`config.mk`:
```
export PLATFORM = sky130hd
export DESIGN_NAME = cpu16_core
export DESIGN_NICKNAME = d
export VERILOG_FILES = /design/src/rtl/cpu16_pkg.sv /design/src/rtl/cpu16_alu.sv /design/src/rtl/cpu16_regfile.sv /design/src/rtl/cpu16_core.sv
export SDC_FILE = /design/constraint.sdc
export NUM_CORES = 2
export LEC_CHECK = 0
export ABC_CLOCK_PERIOD_IN_PS = 44900
export BUFFER_PORTS_ARGS = -buffer_cell sky130_fd_sc_hd__buf_2
export CORE_MARGIN = 2
export CORE_UTILIZATION = 45
export CTS_CLUSTER_DIAMETER = 50
export DETAILED_ROUTE_END_ITERATION = 12
export GPL_TIMING_DRIVEN = 0
export RECOVER_POWER = 50
export SYNTH_ARGS = -nofsm -noshare
export SYNTH_HDL_FRONTEND = slang
export SYNTH_SLANG_ARGS = --single-unit
```
`constraint.sdc`:
```
create_clock -name clk_i -period 44.9 [get_ports clk_i]
set_input_delay 4.49 -clock clk_i [delete_from_list [all_inputs] [get_ports clk_i]]
set_output_delay 4.49 -clock clk_i [all_outputs]
set_load 0.03 [all_outputs]
```
`src/rtl/cpu16_pkg.sv`:
```
package cpu16_pkg;
  parameter int unsigned XLEN   = 16;
  parameter int unsigned AW     = 8;
  parameter int unsigned NGPR   = 7;
  parameter int unsigned RIDX_W = 3;
  parameter int unsigned OP_W   = 5;
  parameter int unsigned FLAG_W = 4;
  localparam int unsigned NSLOT = NGPR + 1;

  typedef enum logic [OP_W-1:0] {
    OP_ADD  = 5'b10000, OP_SUB  = 5'b10001, OP_MOVI = 5'b10010,
    OP_MOVR = 5'b10011, OP_LD   = 5'b10100, OP_ST   = 5'b10101,
    OP_MUL  = 5'b10110, OP_DIV  = 5'b10111, OP_SHR  = 5'b11000,
    OP_SHL  = 5'b11001, OP_XOR  = 5'b11010, OP_OR   = 5'b11011,
    OP_AND  = 5'b11100, OP_NOT  = 5'b11101, OP_CMP  = 5'b11110,
    OP_JMP  = 5'b11111, OP_JLT  = 5'b01100, OP_JGT  = 5'b01101,
    OP_JEQ  = 5'b01111, OP_HLT  = 5'b01010
  } opcode_e;

  typedef struct packed {
    logic v;
    logic l;
    logic g;
    logic e;
  } flags_t;

  typedef enum logic [1:0] {ST_FETCH, ST_EXEC, ST_HALT} state_e;
endpackage

```
`src/rtl/cpu16_alu.sv`:
```
module cpu16_alu
  import cpu16_pkg::*;
(
  input  opcode_e         op_i,
  input  logic [XLEN-1:0] a_i,
  input  logic [XLEN-1:0] b_i,
  input  logic [AW-1:0]   imm_i,
  output logic [XLEN-1:0] res_o,
  output logic [XLEN-1:0] rem_o,
  output flags_t          flags_o
);
  logic [XLEN:0]     sum;
  logic [2*XLEN-1:0] prod;

  assign sum  = {1'b0, a_i} + {1'b0, b_i};
  assign prod = {{XLEN{1'b0}}, a_i} * {{XLEN{1'b0}}, b_i};

  always_comb begin
    res_o   = '0;
    rem_o   = '0;
    flags_o = '0;
    unique case (op_i)
      OP_ADD: begin res_o = sum[XLEN-1:0]; flags_o.v = sum[XLEN]; end
      OP_SUB: begin
        if (b_i > a_i) flags_o.v = 1'b1;
        else           res_o = a_i - b_i;
      end
      OP_MUL: begin res_o = prod[XLEN-1:0]; flags_o.v = |prod[2*XLEN-1:XLEN]; end
      OP_DIV: begin
        if (b_i == '0) flags_o.v = 1'b1;
        else begin res_o = a_i / b_i; rem_o = a_i % b_i; end
      end
      OP_SHR:  res_o = a_i >> imm_i;
      OP_SHL:  res_o = a_i << imm_i;
      OP_XOR:  res_o = a_i ^ b_i;
      OP_OR:   res_o = a_i | b_i;
      OP_AND:  res_o = a_i & b_i;
      OP_NOT:  res_o = ~a_i;
      OP_MOVI: res_o = {{(XLEN-AW){1'b0}}, imm_i};
      OP_MOVR: res_o = a_i;
      OP_CMP: begin
        flags_o.l = a_i < b_i;
        flags_o.g = a_i > b_i;
        flags_o.e = a_i == b_i;
      end
      default: ;
    endcase
  end
endmodule

```
`src/rtl/cpu16_regfile.sv`:
```
module cpu16_regfile
  import cpu16_pkg::*;
(
  input  logic                  clk_i,
  input  logic                  rst_ni,
  input  logic [RIDX_W-1:0]     ra_a_i,
  input  logic [RIDX_W-1:0]     ra_b_i,
  output logic [XLEN-1:0]       rd_a_o,
  output logic [XLEN-1:0]       rd_b_o,
  input  logic                  we0_i,
  input  logic [RIDX_W-1:0]     wa0_i,
  input  logic [XLEN-1:0]       wd0_i,
  input  logic                  we1_i,
  input  logic [RIDX_W-1:0]     wa1_i,
  input  logic [XLEN-1:0]       wd1_i,
  input  logic                  flags_we_i,
  input  flags_t                flags_i,
  output flags_t                flags_o,
  output logic [NSLOT*XLEN-1:0] dump_o
);
  logic [XLEN-1:0] slot [NSLOT];
  flags_t          flags_q;

  for (genvar i = 0; i < NGPR; i++) begin : g_gpr
    always_ff @(posedge clk_i or negedge rst_ni) begin
      if (!rst_ni)                                         slot[i] <= '0;
      else if (we0_i && wa0_i == RIDX_W'(i))               slot[i] <= wd0_i;
      else if (we1_i && wa1_i == RIDX_W'(i))               slot[i] <= wd1_i;
    end
  end

  always_ff @(posedge clk_i or negedge rst_ni) begin
    if (!rst_ni)         flags_q <= '0;
    else if (flags_we_i) flags_q <= flags_i;
  end

  // code NGPR reads the status word; writes to it match no slot above
  assign slot[NGPR] = {{(XLEN-FLAG_W){1'b0}}, flags_q};
  assign rd_a_o  = slot[ra_a_i];
  assign rd_b_o  = slot[ra_b_i];
  assign flags_o = flags_q;

  for (genvar i = 0; i < NSLOT; i++) begin : g_dump
    assign dump_o[i*XLEN +: XLEN] = slot[i];
  end

  assert_port_conflict_R7: assert property (@(posedge clk_i) disable iff (!rst_ni)
    (we0_i && we1_i) |-> (wa0_i != wa1_i));
endmodule

```
`src/rtl/cpu16_core.sv`:
```
module cpu16_core
  import cpu16_pkg::*;
(
  input  logic                  clk_i,
  input  logic                  rst_ni,
  input  logic [XLEN-1:0]       mem_rdata_i,
  output logic [AW-1:0]         mem_addr_o,
  output logic [XLEN-1:0]       mem_wdata_o,
  output logic                  mem_we_o,
  output logic                  halted_o,
  output logic                  trace_valid_o,
  output logic [AW-1:0]         trace_pc_o,
  output logic [NSLOT*XLEN-1:0] trace_state_o
);
  state_e          state_q;
  logic [AW-1:0]   pc_q, trace_pc_q, next_pc;
  logic [XLEN-1:0] ir_q;
  logic            trace_valid_q;

  opcode_e            op;
  logic               exec;
  logic [RIDX_W-1:0]  ra, rb, wa0;
  logic               we0, we1, is_ld, is_st, is_halt, taken;
  logic [XLEN-1:0]    rd_a, rd_b, alu_res, alu_rem, wd0;
  logic [AW-1:0]      imm;
  flags_t             cur_flags, alu_flags;

  assign op   = opcode_e'(ir_q[XLEN-1 -: OP_W]);
  assign imm  = ir_q[AW-1:0];
  assign exec = (state_q == ST_EXEC);

  always_comb begin
    ra = ir_q[10:8]; rb = ir_q[2:0]; wa0 = ir_q[10:8];
    we0 = 1'b0; we1 = 1'b0; is_ld = 1'b0; is_st = 1'b0;
    is_halt = 1'b0; taken = 1'b0;
    unique case (op)
      OP_ADD, OP_SUB, OP_MUL, OP_XOR, OP_OR, OP_AND: begin
        ra = ir_q[8:6]; rb = ir_q[5:3]; wa0 = ir_q[2:0]; we0 = 1'b1;
      end
      OP_MOVI, OP_SHR, OP_SHL: we0 = 1'b1;
      OP_LD:  begin we0 = 1'b1; is_ld = 1'b1; end
      OP_ST:  is_st = 1'b1;
      OP_MOVR, OP_NOT: begin ra = ir_q[5:3]; wa0 = ir_q[2:0]; we0 = 1'b1; end
      OP_CMP: ra = ir_q[5:3];
      OP_DIV: begin ra = ir_q[5:3]; wa0 = '0; we0 = 1'b1; we1 = 1'b1; end
      OP_JMP: taken = 1'b1;
      OP_JLT: taken = cur_flags.l;
      OP_JGT: taken = cur_flags.g;
      OP_JEQ: taken = cur_flags.e;
      OP_HLT: is_halt = 1'b1;
      default: ;
    endcase
  end

  assign wd0     = is_ld ? mem_rdata_i : alu_res;
  assign next_pc = is_halt ? pc_q : (taken ? imm : pc_q + AW'(1));

  cpu16_alu u_alu (
    .op_i(op), .a_i(rd_a), .b_i(rd_b), .imm_i(imm),
    .res_o(alu_res), .rem_o(alu_rem), .flags_o(alu_flags)
  );

  cpu16_regfile u_rf (
    .clk_i, .rst_ni,
    .ra_a_i(ra), .ra_b_i(rb), .rd_a_o(rd_a), .rd_b_o(rd_b),
    .we0_i(exec && we0), .wa0_i(wa0), .wd0_i(wd0),
    .we1_i(exec && we1), .wa1_i(RIDX_W'(1)), .wd1_i(alu_rem),
    .flags_we_i(exec), .flags_i(alu_flags), .flags_o(cur_flags),
    .dump_o(trace_state_o)
  );

  always_ff @(posedge clk_i or negedge rst_ni) begin
    if (!rst_ni) begin
      state_q       <= ST_FETCH;
      pc_q          <= '0;
      ir_q          <= '0;
      trace_valid_q <= 1'b0;
      trace_pc_q    <= '0;
    end else begin
      trace_valid_q <= 1'b0;
      unique case (state_q)
        ST_FETCH: begin ir_q <= mem_rdata_i; state_q <= ST_EXEC; end
        ST_EXEC: begin
          pc_q          <= next_pc;
          trace_valid_q <= 1'b1;
          trace_pc_q    <= pc_q;
          state_q       <= is_halt ? ST_HALT : ST_FETCH;
        end
        default: ;
      endcase
    end
  end

  assign mem_addr_o    = (exec && (is_ld || is_st)) ? imm : pc_q;
  assign mem_wdata_o   = rd_a;
  assign mem_we_o      = exec && is_st;
  assign halted_o      = (state_q == ST_HALT);
  assign trace_valid_o = trace_valid_q;
  assign trace_pc_o    = trace_pc_q;

  assert_trace_pulse_R12: assert property (@(posedge clk_i) disable iff (!rst_ni)
    trace_valid_o |=> !trace_valid_o);
  assert_halt_sticky_R11: assert property (@(posedge clk_i) disable iff (!rst_ni)
    halted_o |=> (halted_o && !trace_valid_o && !mem_we_o));
  assert_cmp_onehot_R5: assert property (@(posedge clk_i) disable iff (!rst_ni)
    trace_valid_o |-> $onehot0(trace_state_o[NGPR*XLEN +: 3]));
  assert_store_retires_R8: assert property (@(posedge clk_i) disable iff (!rst_ni)
    mem_we_o |=> trace_valid_o);
endmodule

```
==> metrics.yaml <==
drt-initial-drc-count: 3339
final_layout_size_suffix_gt1_share_pct: 10.7
place.gp.congestion: 1.02
endpoint_kind: "flip-flop"
max_stage_delay_ns: 0.60
grt_pass1_vias: 27900
cts_hold_buf: 0
synthCells: 3656
areaGrowthSynthToFinish_pct: 9.10
hold-worst-slack_ns: 0.475
synth_warnings: 0
vias: 29400
path_common_cell: "o21a_1"
fin_tns_setup_ns: 0
die_w_um: 256
syn_avg_cell_area_um2: 7.84
cp.required_ns: 45.25
timing.fmax_ghz: 0.0236
post_drt_via_cell_ratio: 6.23
seq_area_frac_synth_pct: 13.2
io_pins: 181
io_buffers: 168
cts.htree.levels: 4
start_util_pct: 45.4
ant_nets: 0
numCtsBuffers: 17
violations: "capacitance limit, slew limit"
maxCapViolations: 3
finalCriticalPeriod_ns: 42.33
routed_wl_mm: 124
grt_antenna_before_repair: 2
relSlewSlack_pct: -255
path_max_fanout: 10
synth_cell_types: 101
arrival_ns: 42.67
track_usage_pct: 37.1
core_um2: 63100
diodes: 0
fin_crit_sh_pct: 94.3
final_nets: 4368
clock_sinks: 151
grt_pass1_wl_mm: 185
drc: 0
hold_path.class: "flip-flop to flip-flop"
path_clk_slew_ns: 0.08
final_common_cell: "nor2_1"
cts_tree: "built"
cts-root-buf: "clkbuf_16"
finalMaxSlewViolations: 163
netlist_area_um2: 28700
clockBufferDepth: 2
cp-start-kind: "flip-flop"
routedWlPerCell_um: 26.3
die_area_um2: 65700
first_pass_iters: 6
tightest_slew_ns: 5.33
grt_overflow: 0
num_rows: 92
clock_latency_ns: 0.46
ys_async_sr_fraction_pct: 100
hpwlAfterDp_mm: 97.9
grt_max_degree: 98
final_hold_viol_count: 0
critPathSlowestCell: "a32oi_1"
die_y_um: 256
path_class: "flip-flop to flip-flop"
synth_seq_cells: 151
setup_viol: 0
finalClockSkew_ns: 0.0179
synth_edf_count: 0
synth_ff_type: "dfrtp_1"
grt_setup_unrepaired: "no"
layout_common_cells: "436 x nor2_1, 414 x nand2_1, 329 x inv_1"
status: "finished, violations left"
==> registers in the layout, indices dropped and copies added (netlist names) <==
| register | cells |
|---|---|
| u_rf.dump_o | 116 |
| ir_q | 16 |
| pc_q | 8 |
| trace_pc_o | 8 |
| state_q | 2 |
| trace_valid_o | 1 |
==> critical path: cells and delay by family (launching register included) <==
kind | cells | cell delay, ns
mux | 10 | 2.98
compound gates | 78 | 20.41
buf+inv | 16 | 5.61
fa+ha+maj | 15 | 4.65
simple gates | 34 | 8.09
flops | 1 | 0.36
==> final timing paths <==
| kind | startpoint | end | slack (ns) | depth (start not counted) |
|---|---|---|---|---|
| max reg2reg | ir_q[15] | u_rf.dump_o[17] | 2.57 | 153 |
| max in group asynchronous | rst_ni | u_rf.dump_o[29] | 33.63 | 2 |
| min | trace_pc_o[3] | trace_pc_o[3] | 0.48 | 2 |
| max | ir_q[15] | u_rf.dump_o[17] | 2.57 | 153 |
| min reg2reg | trace_pc_o[3] | trace_pc_o[3] | 0.48 | 2 |
| min in group asynchronous | rst_ni | trace_pc_o[2] | 5.00 | 1 |
==> Yosys cell counts (9+ instances only) <==
library cell / instances / share of area, %
mux2_2: 108 / 4.2
o21a_1: 54 / 1.4
mux4_2: 17 / 1.3
clkbuf_1: 139 / 1.8
xnor2_1: 59 / 1.8
o2111ai_1: 13 / 0.40
o31ai_1: 17 / 0.45
nor2_1: 436 / 5.7
o22ai_1: 15 / 0.33
a31oi_1: 35 / 0.76
a211oi_1: 32 / 0.84
o211ai_1: 25 / 0.65
nor4_1: 16 / 0.35
o21bai_1: 12 / 0.31
a21boi_0: 9 / 0.24
nand3b_1: 13 / 0.34
a221o_1: 15 / 0.52
nand4_1: 20 / 0.44
fa_1: 197 / 14
buf_4: 20 / 0.52
nor3_1: 108 / 1.9
a32oi_1: 10 / 0.31
a21oi_1: 246 / 4.3
and3_1: 22 / 0.48
buf_2: 21 / 0.37
nand3_1: 62 / 1.1
buf_1: 19 / 0.25
mux2i_1: 109 / 3.8
and2_1: 10 / 0.22
nand2_1: 415 / 5.4
o221ai_1: 13 / 0.40
a22oi_1: 26 / 0.68
dfrtp_1: 151 / 13
a2111oi_0: 9 / 0.27
or2_2: 20 / 0.44
o21ai_0: 162 / 2.8
ha_1: 290 / 13
nor2b_1: 22 / 0.48
inv_1: 330 / 4.3
nand2b_1: 71 / 1.5
a221oi_1: 27 / 0.82
xor2_1: 36 / 1.1
a21o_1: 36 / 0.94
or3_1: 23 / 0.50
==> layout make-up <==
type,count,area [µm²]
Fill cell,6443,31800
Multi-Input combinational cell,2972,22800
Sequential cell,151,3780
Inverter,342,1290
Tap cell,846,1060
Buffer,202,902
Timing Repair Buffer,176,868
Clock buffer,19,433
Clock inverter,13,136
Timing Repair inverter,1,5.00
==> repair_timing <==
action | 4_1_cts | 5_1_grt
setup buffers | 0 | 0
setup endpoints to repair | 0 | 22
gates resized for setup | 0 | 21
==> kinds of logic (layout without fill, tap and decap cells) <==
kind of cell	Yosys count	after routing	share of synthesized area, %
compound gates	863	863	20.2
xor+xnor	96	96	2.96
fa+ha+maj	487	487	26.4
buf+inv	544	753	7.56
flops	151	151	13.2
mux	239	239	9.67
other cells	1	12	0.0131
simple gates	1275	1275	20.1
==> per-stage QoR <==
stage | std cells | utilization (%) | setup slack, ns | area [µm²]
after floorplan | 3667 | - | 12.82 | 28700
after global placement | 4681 | 48.5 | 1.72 | 30600
after detailed placement | 4689 | 48.8 | 1.74 | 30800
after CTS | 4721 | 49.7 | 1.63 | 31300
after global routing | 4722 | 49.6 | 0.0197 | 31300
final | 4722 | 49.6 | 2.57 | 31300
==> per-layer routing <==
layer	GRT usage (%)	wire, µm	up-vias
li1	-	-	13200
met1	50.1	51900	14400
met2	58.2	54900	1556
met3	6.90	11500	276
met4	16.0	6030	0
met5	0	0	-
Power is left out: the tool's default activity adds up to more than one toggle a clock period on the data nets, which glitch-free logic cannot reach.
